`src/rtl/i2c_mon_pkg.sv`:
```
// Package: shared constants and helpers for the I2C slave address monitor.
// Assumes a 7-bit address plus one direction bit per address byte.
package i2c_mon_pkg;
    localparam int DEF_ADDR_W = 7;

    // True when a received byte is the general-call code (all zeros)
    function automatic logic is_general_call(input logic [DEF_ADDR_W:0] b);
        return (b == '0);
    endfunction
endpackage

```
`src/rtl/i2c_mon_capture.sv`:
```
// Module: i2c_mon_capture
// Finds SCL rising edges, counts bit positions inside a byte and shifts the
// data bits in MSB first. It flags when a byte is complete and whether that
// byte was the first one after a start. It also stores the last SDA bit
// sampled at an SCL rise.
// Assumes scl/sda are already synchronized, and that start/stop strobes are
// one-cycle pulses from an external bus-condition detector.
module i2c_mon_capture #(
    parameter int BYTE_W = 8
) (
    input  logic              clk,
    input  logic              rst_n,
    input  logic              scl,
    input  logic              sda,
    input  logic              start_det,
    input  logic              stop_det,
    output logic              last_bit,
    output logic              byte_done,
    output logic              ninth_done,
    output logic              byte_first,
    output logic [BYTE_W-1:0] byte_val
);
    localparam int CNT_W = $clog2(BYTE_W + 2);
    localparam logic [CNT_W-1:0] LAST_DATA = CNT_W'(BYTE_W - 1);
    localparam logic [CNT_W-1:0] ACK_POS   = CNT_W'(BYTE_W);

    logic              scl_q;
    logic              scl_rise;
    logic [CNT_W-1:0]  bit_cnt;
    logic [BYTE_W-1:0] shreg;
    logic              on_bus;
    logic              first_q;

    // Edge history tracks the line in and out of reset
    always_ff @(posedge clk) begin
        scl_q <= scl;
    end

    assign scl_rise = scl & ~scl_q;

    // Bit position, shift register and byte-complete events
    always_ff @(posedge clk) begin
        if (!rst_n) begin
            bit_cnt    <= '0;
            shreg      <= '0;
            on_bus     <= 1'b0;
            first_q    <= 1'b0;
            byte_done  <= 1'b0;
            ninth_done <= 1'b0;
            byte_first <= 1'b0;
        end else begin
            byte_done  <= 1'b0;
            ninth_done <= 1'b0;
            if (start_det) begin
                bit_cnt <= '0;
                on_bus  <= 1'b1;
                first_q <= 1'b1;
            end else if (stop_det) begin
                bit_cnt <= '0;
                on_bus  <= 1'b0;
                first_q <= 1'b0;
            end else if (scl_rise && on_bus) begin
                if (bit_cnt == ACK_POS) begin
                    bit_cnt    <= '0;
                    ninth_done <= 1'b1;
                    first_q    <= 1'b0;
                end else begin
                    bit_cnt <= bit_cnt + 1'b1;
                    shreg   <= {shreg[BYTE_W-2:0], sda};
                    if (bit_cnt == LAST_DATA) begin
                        byte_done  <= 1'b1;
                        byte_first <= first_q;
                    end
                end
            end
        end
    end

    // Last received bit: SDA at every SCL rise
    always_ff @(posedge clk) begin
        if (!rst_n) last_bit <= 1'b0;
        else if (scl_rise) last_bit <= sda;
    end

    assign byte_val = shreg;

    assert_cnt_bound_R9: assert property (@(posedge clk) disable iff (!rst_n)
        bit_cnt <= ACK_POS);
    assert_restart_R9: assert property (@(posedge clk) disable iff (!rst_n)
        (start_det || stop_det) |=> (bit_cnt == '0));
    assert_done_single_R8: assert property (@(posedge clk) disable iff (!rst_n)
        ninth_done |=> !ninth_done);
endmodule

```
`src/rtl/i2c_mon_flags.sv`:
```
// Module: i2c_mon_flags
// Holds the address-match flag, the general-call flag and the acknowledge
// strobe. It acts on the first byte after a start only.
// Assumes byte_val stays stable in the cycle that byte_done is high.
module i2c_mon_flags #(
    parameter int ADDR_W = 7
) (
    input  logic            clk,
    input  logic            rst_n,
    input  logic            slave_mode,
    input  logic            addr_rec_off,
    input  logic [ADDR_W-1:0] own_addr,
    input  logic            byte_done,
    input  logic            ninth_done,
    input  logic            byte_first,
    input  logic [ADDR_W:0] byte_val,
    input  logic            bus_cond,
    input  logic            dbuf_access,
    output logic            addr_match,
    output logic            gen_call,
    output logic            ack_irq
);
    logic first_ev;
    logic gc_code;
    logic own_hit;
    logic match_ev;
    logic irq_pend;

    // Classify the first byte after a start
    always_comb begin
        first_ev = byte_done & byte_first & slave_mode;
        gc_code  = (byte_val == '0);
        own_hit  = (byte_val[ADDR_W:1] == own_addr);
        match_ev = first_ev & (addr_rec_off | own_hit | gc_code);
    end

    // Address-match flag: set by a matched first byte, cleared by buffer access
    always_ff @(posedge clk) begin
        if (!rst_n) addr_match <= 1'b0;
        else if (match_ev) addr_match <= 1'b1;
        else if (dbuf_access) addr_match <= 1'b0;
    end

    // General-call flag: set by an all-zero first byte, cleared by start/stop
    always_ff @(posedge clk) begin
        if (!rst_n) gen_call <= 1'b0;
        else if (bus_cond) gen_call <= 1'b0;
        else if (first_ev && gc_code) gen_call <= 1'b1;
    end

    // Acknowledge strobe after the ninth clock of a matched byte
    always_ff @(posedge clk) begin
        if (!rst_n) begin
            irq_pend <= 1'b0;
            ack_irq  <= 1'b0;
        end else begin
            ack_irq <= ninth_done & irq_pend & ~bus_cond;
            if (bus_cond) irq_pend <= 1'b0;
            else if (match_ev) irq_pend <= 1'b1;
            else if (ninth_done) irq_pend <= 1'b0;
        end
    end

    assert_match_clear_R4: assert property (@(posedge clk) disable iff (!rst_n)
        (dbuf_access && !byte_done) |=> !addr_match);
    assert_match_source_R1: assert property (@(posedge clk) disable iff (!rst_n)
        $rose(addr_match) |-> $past(byte_done && byte_first && slave_mode));
    assert_gc_source_R5: assert property (@(posedge clk) disable iff (!rst_n)
        $rose(gen_call) |-> $past(byte_done && byte_first && slave_mode));
    assert_gc_clear_R6: assert property (@(posedge clk) disable iff (!rst_n)
        bus_cond |=> !gen_call);
    assert_irq_pulse_R8: assert property (@(posedge clk) disable iff (!rst_n)
        ack_irq |=> !ack_irq);
    assert_irq_source_R8: assert property (@(posedge clk) disable iff (!rst_n)
        ack_irq |-> $past(ninth_done));
endmodule

```
`src/rtl/i2c_slave_addr_monitor.sv`:
```
// Module: i2c_slave_addr_monitor (top)
// Slave address recognition and status flags for an I2C controller.
// Ties the bit capture to the flag logic.
// Assumes synchronized bus levels and one-cycle start/stop/buffer strobes.
module i2c_slave_addr_monitor #(
    parameter int ADDR_W = i2c_mon_pkg::DEF_ADDR_W
) (
    input  logic              clk,
    input  logic              rst_n,
    input  logic              scl,
    input  logic              sda,
    input  logic              start_det,
    input  logic              stop_det,
    input  logic              slave_mode,
    input  logic              addr_rec_off,
    input  logic [ADDR_W-1:0] own_addr,
    input  logic              dbuf_rd,
    input  logic              dbuf_wr,
    output logic              addr_match,
    output logic              gen_call,
    output logic              last_bit,
    output logic              ack_irq
);
    localparam int BYTE_W = ADDR_W + 1;

    logic              byte_done;
    logic              ninth_done;
    logic              byte_first;
    logic [BYTE_W-1:0] byte_val;
    logic              bus_cond;
    logic              dbuf_access;

    assign bus_cond    = start_det | stop_det;
    assign dbuf_access = dbuf_rd | dbuf_wr;

    i2c_mon_capture #(.BYTE_W(BYTE_W)) u_capture (
        .clk        (clk),
        .rst_n      (rst_n),
        .scl        (scl),
        .sda        (sda),
        .start_det  (start_det),
        .stop_det   (stop_det),
        .last_bit   (last_bit),
        .byte_done  (byte_done),
        .ninth_done (ninth_done),
        .byte_first (byte_first),
        .byte_val   (byte_val)
    );

    i2c_mon_flags #(.ADDR_W(ADDR_W)) u_flags (
        .clk          (clk),
        .rst_n        (rst_n),
        .slave_mode   (slave_mode),
        .addr_rec_off (addr_rec_off),
        .own_addr     (own_addr),
        .byte_done    (byte_done),
        .ninth_done   (ninth_done),
        .byte_first   (byte_first),
        .byte_val     (byte_val),
        .bus_cond     (bus_cond),
        .dbuf_access  (dbuf_access),
        .addr_match   (addr_match),
        .gen_call     (gen_call),
        .ack_irq      (ack_irq)
    );

    assert_last_bit_R7: assert property (@(posedge clk) disable iff (!rst_n)
        $rose(scl) |=> (last_bit == $past(sda)));
    assert_reset_R10: assert property (@(posedge clk)
        !rst_n |=> !(addr_match || gen_call || ack_irq));
endmodule

```
`config.mk`:
```
export PLATFORM = sky130hd
export DESIGN_NAME = i2c_slave_addr_monitor
export DESIGN_NICKNAME = d
export VERILOG_FILES = /design/src/rtl/i2c_mon_pkg.sv /design/src/rtl/i2c_mon_capture.sv /design/src/rtl/i2c_mon_flags.sv /design/src/rtl/i2c_slave_addr_monitor.sv
export SDC_FILE = /design/constraint.sdc
export NUM_CORES = 1
export LEC_CHECK = 0
export BUFFER_PORTS_ARGS = -buffer_cell sky130_fd_sc_hd__buf_2
export CORE_MARGIN = 2
export CORE_UTILIZATION = 39
export DETAILED_ROUTE_END_ITERATION = 12
export PLACE_DENSITY_LB_ADDON = 0.08
export SLEW_MARGIN = 0
export SYNTH_ARGS = -nofsm -noshare
export SYNTH_HDL_FRONTEND = slang
export SYNTH_HIERARCHICAL = 1
export SYNTH_SLANG_ARGS = --single-unit
```
`constraint.sdc`:
```
create_clock -name clk -period 2.1 [get_ports clk]
set_clock_uncertainty 0.1 [all_clocks]
set_input_delay 0.105 -clock clk [delete_from_list [all_inputs] [get_ports clk]]
set_output_delay 0.105 -clock clk [all_outputs]
set_load 0.03 [all_outputs]
```
Word level (Yosys, flattened, before mapping)
Index checks and enable logic that the tools add are counted.

Equality and inequality tests: 3. Reductions and logical operators: 15. Multiplexer cells: 13. Add/sub/neg operators: 1. Bitwise gates (word level): 17.

Operators by type and width (count): $mux 1 (12); $logic_not 8->1 (1); $eq 7x7->1 (1); $not 1->1 (7); $and 1x1->1 (6); $reduce_bool 2->1 (3); $reduce_bool 3->1 (2); $reduce_and 5->1 (1); $reduce_or 5->1 (1); $add 4x1->4 const B (1); $eq 4x3->1 const B (1); $eq 4x4->1 const B (1); $mux 4 (1); $or 1x1->1 (4); $reduce_and 4->1 (1); $reduce_or 4->1 (1); $reduce_or 3->1 (1); $logic_and 1x1->1 (2); $reduce_and 2->1 (1); $reduce_or 2->1 (1).

Register bits after elaboration: 23. Word-level logic and storage cells: 62. Input bits: 17. Output and inout bits: 4.

Logic depth before layout (Yosys ltp)
Depth in word-level cells: 6. Depth in mapped cells: 6. Mapped depth without buffers: 5.

Cells and area by module
Netlist, hierarchy kept.

By module, submodules not included: i2c_mon_capture (instances 1, area each 788.3 um^2, seq. area each 380.4 um^2, cells each 81); i2c_mon_flags (instances 1, area each 244.0 um^2, seq. area each 80.1 um^2, cells each 29); i2c_slave_addr_monitor (instances 1, area each 12.5 um^2, seq. area each 0.0 um^2, cells each 2).

Worst setup path after synthesis
No wires, ideal clock.

Kind: reg-to-reg. Start: reg u_capture.bit_cnt[0]. End: reg u_capture.shreg[0], in the netlist u_capture/byte_val[0]. Data arrival time: 1.360 ns. Cell stages (with the launch flop): 7. Path buffers: 1. Slack: 0.521 ns. Cell sequence: dfxtp_1 -> inv_1 -> ha_1 -> and3b_2 -> or3_1 -> buf_6 -> mux2i_1.

Longest elaborated chain between the ends: 3.

RTL lines: start, declared (line i2c_mon_capture.sv:29) `logic [CNT_W-1:0] bit_cnt;`; start signal, assigned (line i2c_mon_capture.sv:68) `bit_cnt <= bit_cnt + 1'b1;`; $eq 4x4->1 (line i2c_mon_capture.sv:63) `if (bit_cnt == ACK_POS) begin`; $not 1->1 (no source line); $reduce_and 4->1 (no source line); end signal, assigned (line i2c_mon_capture.sv:69) `shreg <= {shreg[BYTE_W-2:0], sda};`; end, declared (line i2c_mon_capture.sv:30) `logic [BYTE_W-1:0] shreg;`.

No other way between the ends. A chain may end at the register's enable or synchronous reset.

Final worst setup path
Ends and elaborated chain as after synthesis.

==> results.yml <==
synthesis:
  ys_warn_count: 6
  synth_top_area_cell: "dfxtp_1"
  synthArstFlopShare: 0
  synth_edf_count: 0
  synthTopCellsByArea: "dfxtp_1, mux2i_1, nand2_1, nor2b_1, xnor2_1"
  synth_common_cells: "dfxtp_1, nand2_1, mux2i_1"
  syn_inst: 112
  synth.top_cell.area_share: 0.441
  synth.most_common_cell: "dfxtp_1"
  synth.distinct_cells: 29
  synth.ff_latch_count: 23
  avgSynthCellArea_um2: 9.33
  ys_seq_area_frac: 0.441
  ys.flop_type: "dfxtp_1"
  synth_area_um2: 1040
  syn_nets: 131
final_layout:
  fillers: 258
  area_growth_pct: 17.0
  drive_above_1_share: 0.182
  diodes: 0
  final_area_um2: 1220
  nets: 157
clock_network:
  cts_made_buffers: 3
  postCtsSetupBuffers: 0
  cts_hold_buf: 3
  cts_root_buf: "clkbuf_4"
  clk_latency_ns: 0.30
  cts_tree: "done"
  cts_buffer_depth: 2
  ctsResizeCount: 0
  clkTransAtPathRegs_ns: 0.12
  clock_sinks: 23
  htree_num_levels: 1
power_and_ir_drop:
  total_power_mw: 0.702
  power_density_nw_per_um2: 575
  p_leak_nw: 0.538
  ir_drop_mv: 0.356
floorplanning:
  dieHeight_um: 55.8
  fp.dieW_um: 55.8
  die-area_um2: 3110
  ios: 21
  num_rows: 18
  core_um2: 2500
  start_util: 0.418
timing:
  fin_setup_tns_ns: 0
  fmax_mhz: 553
  rsz0062_at_grt: "no"
  fin_crit_ns: 1.81
  slew_headroom: 0.687
  worstMarginPinSlew_ns: 0.469
  slew_viol_final: 0
  setup_viol: 0
  period_share: 0.862
  hold_violations: 0
global_routing:
  grt_pass1_vias: 812
  grt_antenna_before_repair: 0
  grt_pass1_wl_um: 3550
  grt_max_degree: 19
  grt.total_usage: 0.142
  grt-ovfl-total: 0
setup_path:
  crit_arrival_ns: 1.90
  critPathSlowestCell: "or3_1"
  crit_fanout: 8
  r2r_end: "u_capture/byte_val[0]"
  cp-end-kind: "register"
  critical_path_class: "reg2reg"
  cp_cell_sequence: "inv_1 > ha_1 > and3b_2 > or3_1 > mux2i_1"
  critical_path_buf_inv_count: 1
  startpoint_type: "register"
  required_ns: 2.19
  cp_top_family: "simple AND/OR/NAND/NOR gates"
  r2r-start: "u_capture/bit_cnt[0]"
  r2r_slack_ns: 0.29
  ff2ff_path_depth: 5
  max_stage_delay_ns: 0.53
routing:
  via_count: 832
  via_per_inst: 4.98
  routed_wl_um: 1960
  firstDrtPassIters: 4
  drc: 0
  routedWlPerCell_um: 11.7
  drtIter0Drc: 11
  antenna_left: 0
placement:
  hpwl_um: 1520
  placed_cell_area_um2: 1160
  portBuffers: 20
  place_congestion: 0.700
status:
  status: "complete, no violations"
hold_path:
  hold_end: "u_capture/on_bus"
  hold_path_class: "in2reg"
  hold_start: "stop_det"
  hold_depth: 3
run:
  maxCapViolations: 0
## power breakdown
part           switching (mW)  internal, mW
registers             0.00270         0.441
clock network           0.127        0.0739
logic                  0.0275        0.0304
total                   0.157         0.545
## registers in the layout (all words and copies together) (netlist names)
name                  cells
u_capture/byte_first      1
u_flags/addr_match        1
u_capture/byte_done       1
u_capture/ninth_done      1
u_flags/gen_call          1
u_capture/last_bit        1
u_capture/byte_val        8
u_flags/ack_irq           1
u_capture/bit_cnt         4
u_flags/irq_pend          1
u_capture/scl_q           1
u_capture/first_q         1
u_capture/on_bus          1
## cell type report
type / instances / area [um^2] / area share
multi-input combinational: 81 / 536 / 0.438
sequential: 23 / 460 / 0.377
timing repair buffer: 25 / 148 / 0.121
tap: 30 / 37.5 / 0.0307
clock buffer: 4 / 26.3 / 0.0215
inverter: 4 / 15.0 / 0.0123
## logic make-up after synthesis
| group | share of synthesized area |
|---|---|
| buffers and inverters | 0.0467 |
| adders and majority gates | 0.0239 |
| AOI/OAI and AO/OA | 0.0683 |
| muxes | 0.105 |
| DFF | 0.441 |
| xor gates and xnor gates | 0.0671 |
| and+or+nand+nor | 0.248 |
## per-stage QoR
step | worst slack [ns] | hold WS [ns] | cells | util
2_1_floorplan | 0.521 | 0.0327 | 112 | -
6_report | 0.290 | 0.0290 | 167 | 0.489
3_5_place_dp | 0.307 | 0.149 | 159 | 0.462
5_1_grt | 0.184 | 0.0344 | 167 | 0.489
4_1_cts | 0.288 | 0.00455 | 166 | 0.485
3_3_place_gp | 0.361 | 0.145 | 159 | 0.462
## placed cells by master (no fill, tap or decap), types with 3 or more instances in the layout
cell type / synthesis / layout
o21ai_0: 4 / 4
nor4_1: 5 / 5
inv_1: 4 / 4
xor2_1: 4 / 4
clkbuf_4: 0 / 3
nor2_1: 5 / 5
mux2i_1: 11 / 11
xnor2_1: 4 / 4
dfxtp_1: 23 / 23
nand2_1: 14 / 14
nor2b_1: 7 / 7
dlygate4sd3_1: 0 / 4
or3_1: 3 / 3
a31oi_1: 3 / 3
buf_2: 0 / 20
## routing by layer
layer  routed length [um]  vias up  share of wire  GRT usage
met5                    0        -              0          0
met2                  974        8           0.50      0.235
li1                     -      433              -          -
met4                   15        0         0.0077     0.0488
met3                   52        2          0.027     0.0209
met1                  913      389           0.47      0.187
## tightest hold or removal path: stages
cell and delay (ns):
buf_2 0.12, nand2b_1 0.10, a21boi_0 0.07
## worst max path at each step
stage	start	slack, ns	endpoint	cells past startpoint
after floorplan	u_capture/bit_cnt[0]	0.52	u_capture/byte_val[0]	6
after global placement	u_capture/bit_cnt[0]	0.36	u_capture/byte_val[3]	5
after detailed placement	u_capture/bit_cnt[0]	0.31	u_capture/byte_val[2]	5
after CTS	u_capture/bit_cnt[0]	0.29	u_capture/byte_val[1]	5
after global routing	u_capture/bit_cnt[0]	0.18	u_capture/byte_val[0]	5
final	u_capture/bit_cnt[0]	0.29	u_capture/byte_val[0]	5
Note: power is estimated with default switching activity, not from simulation.
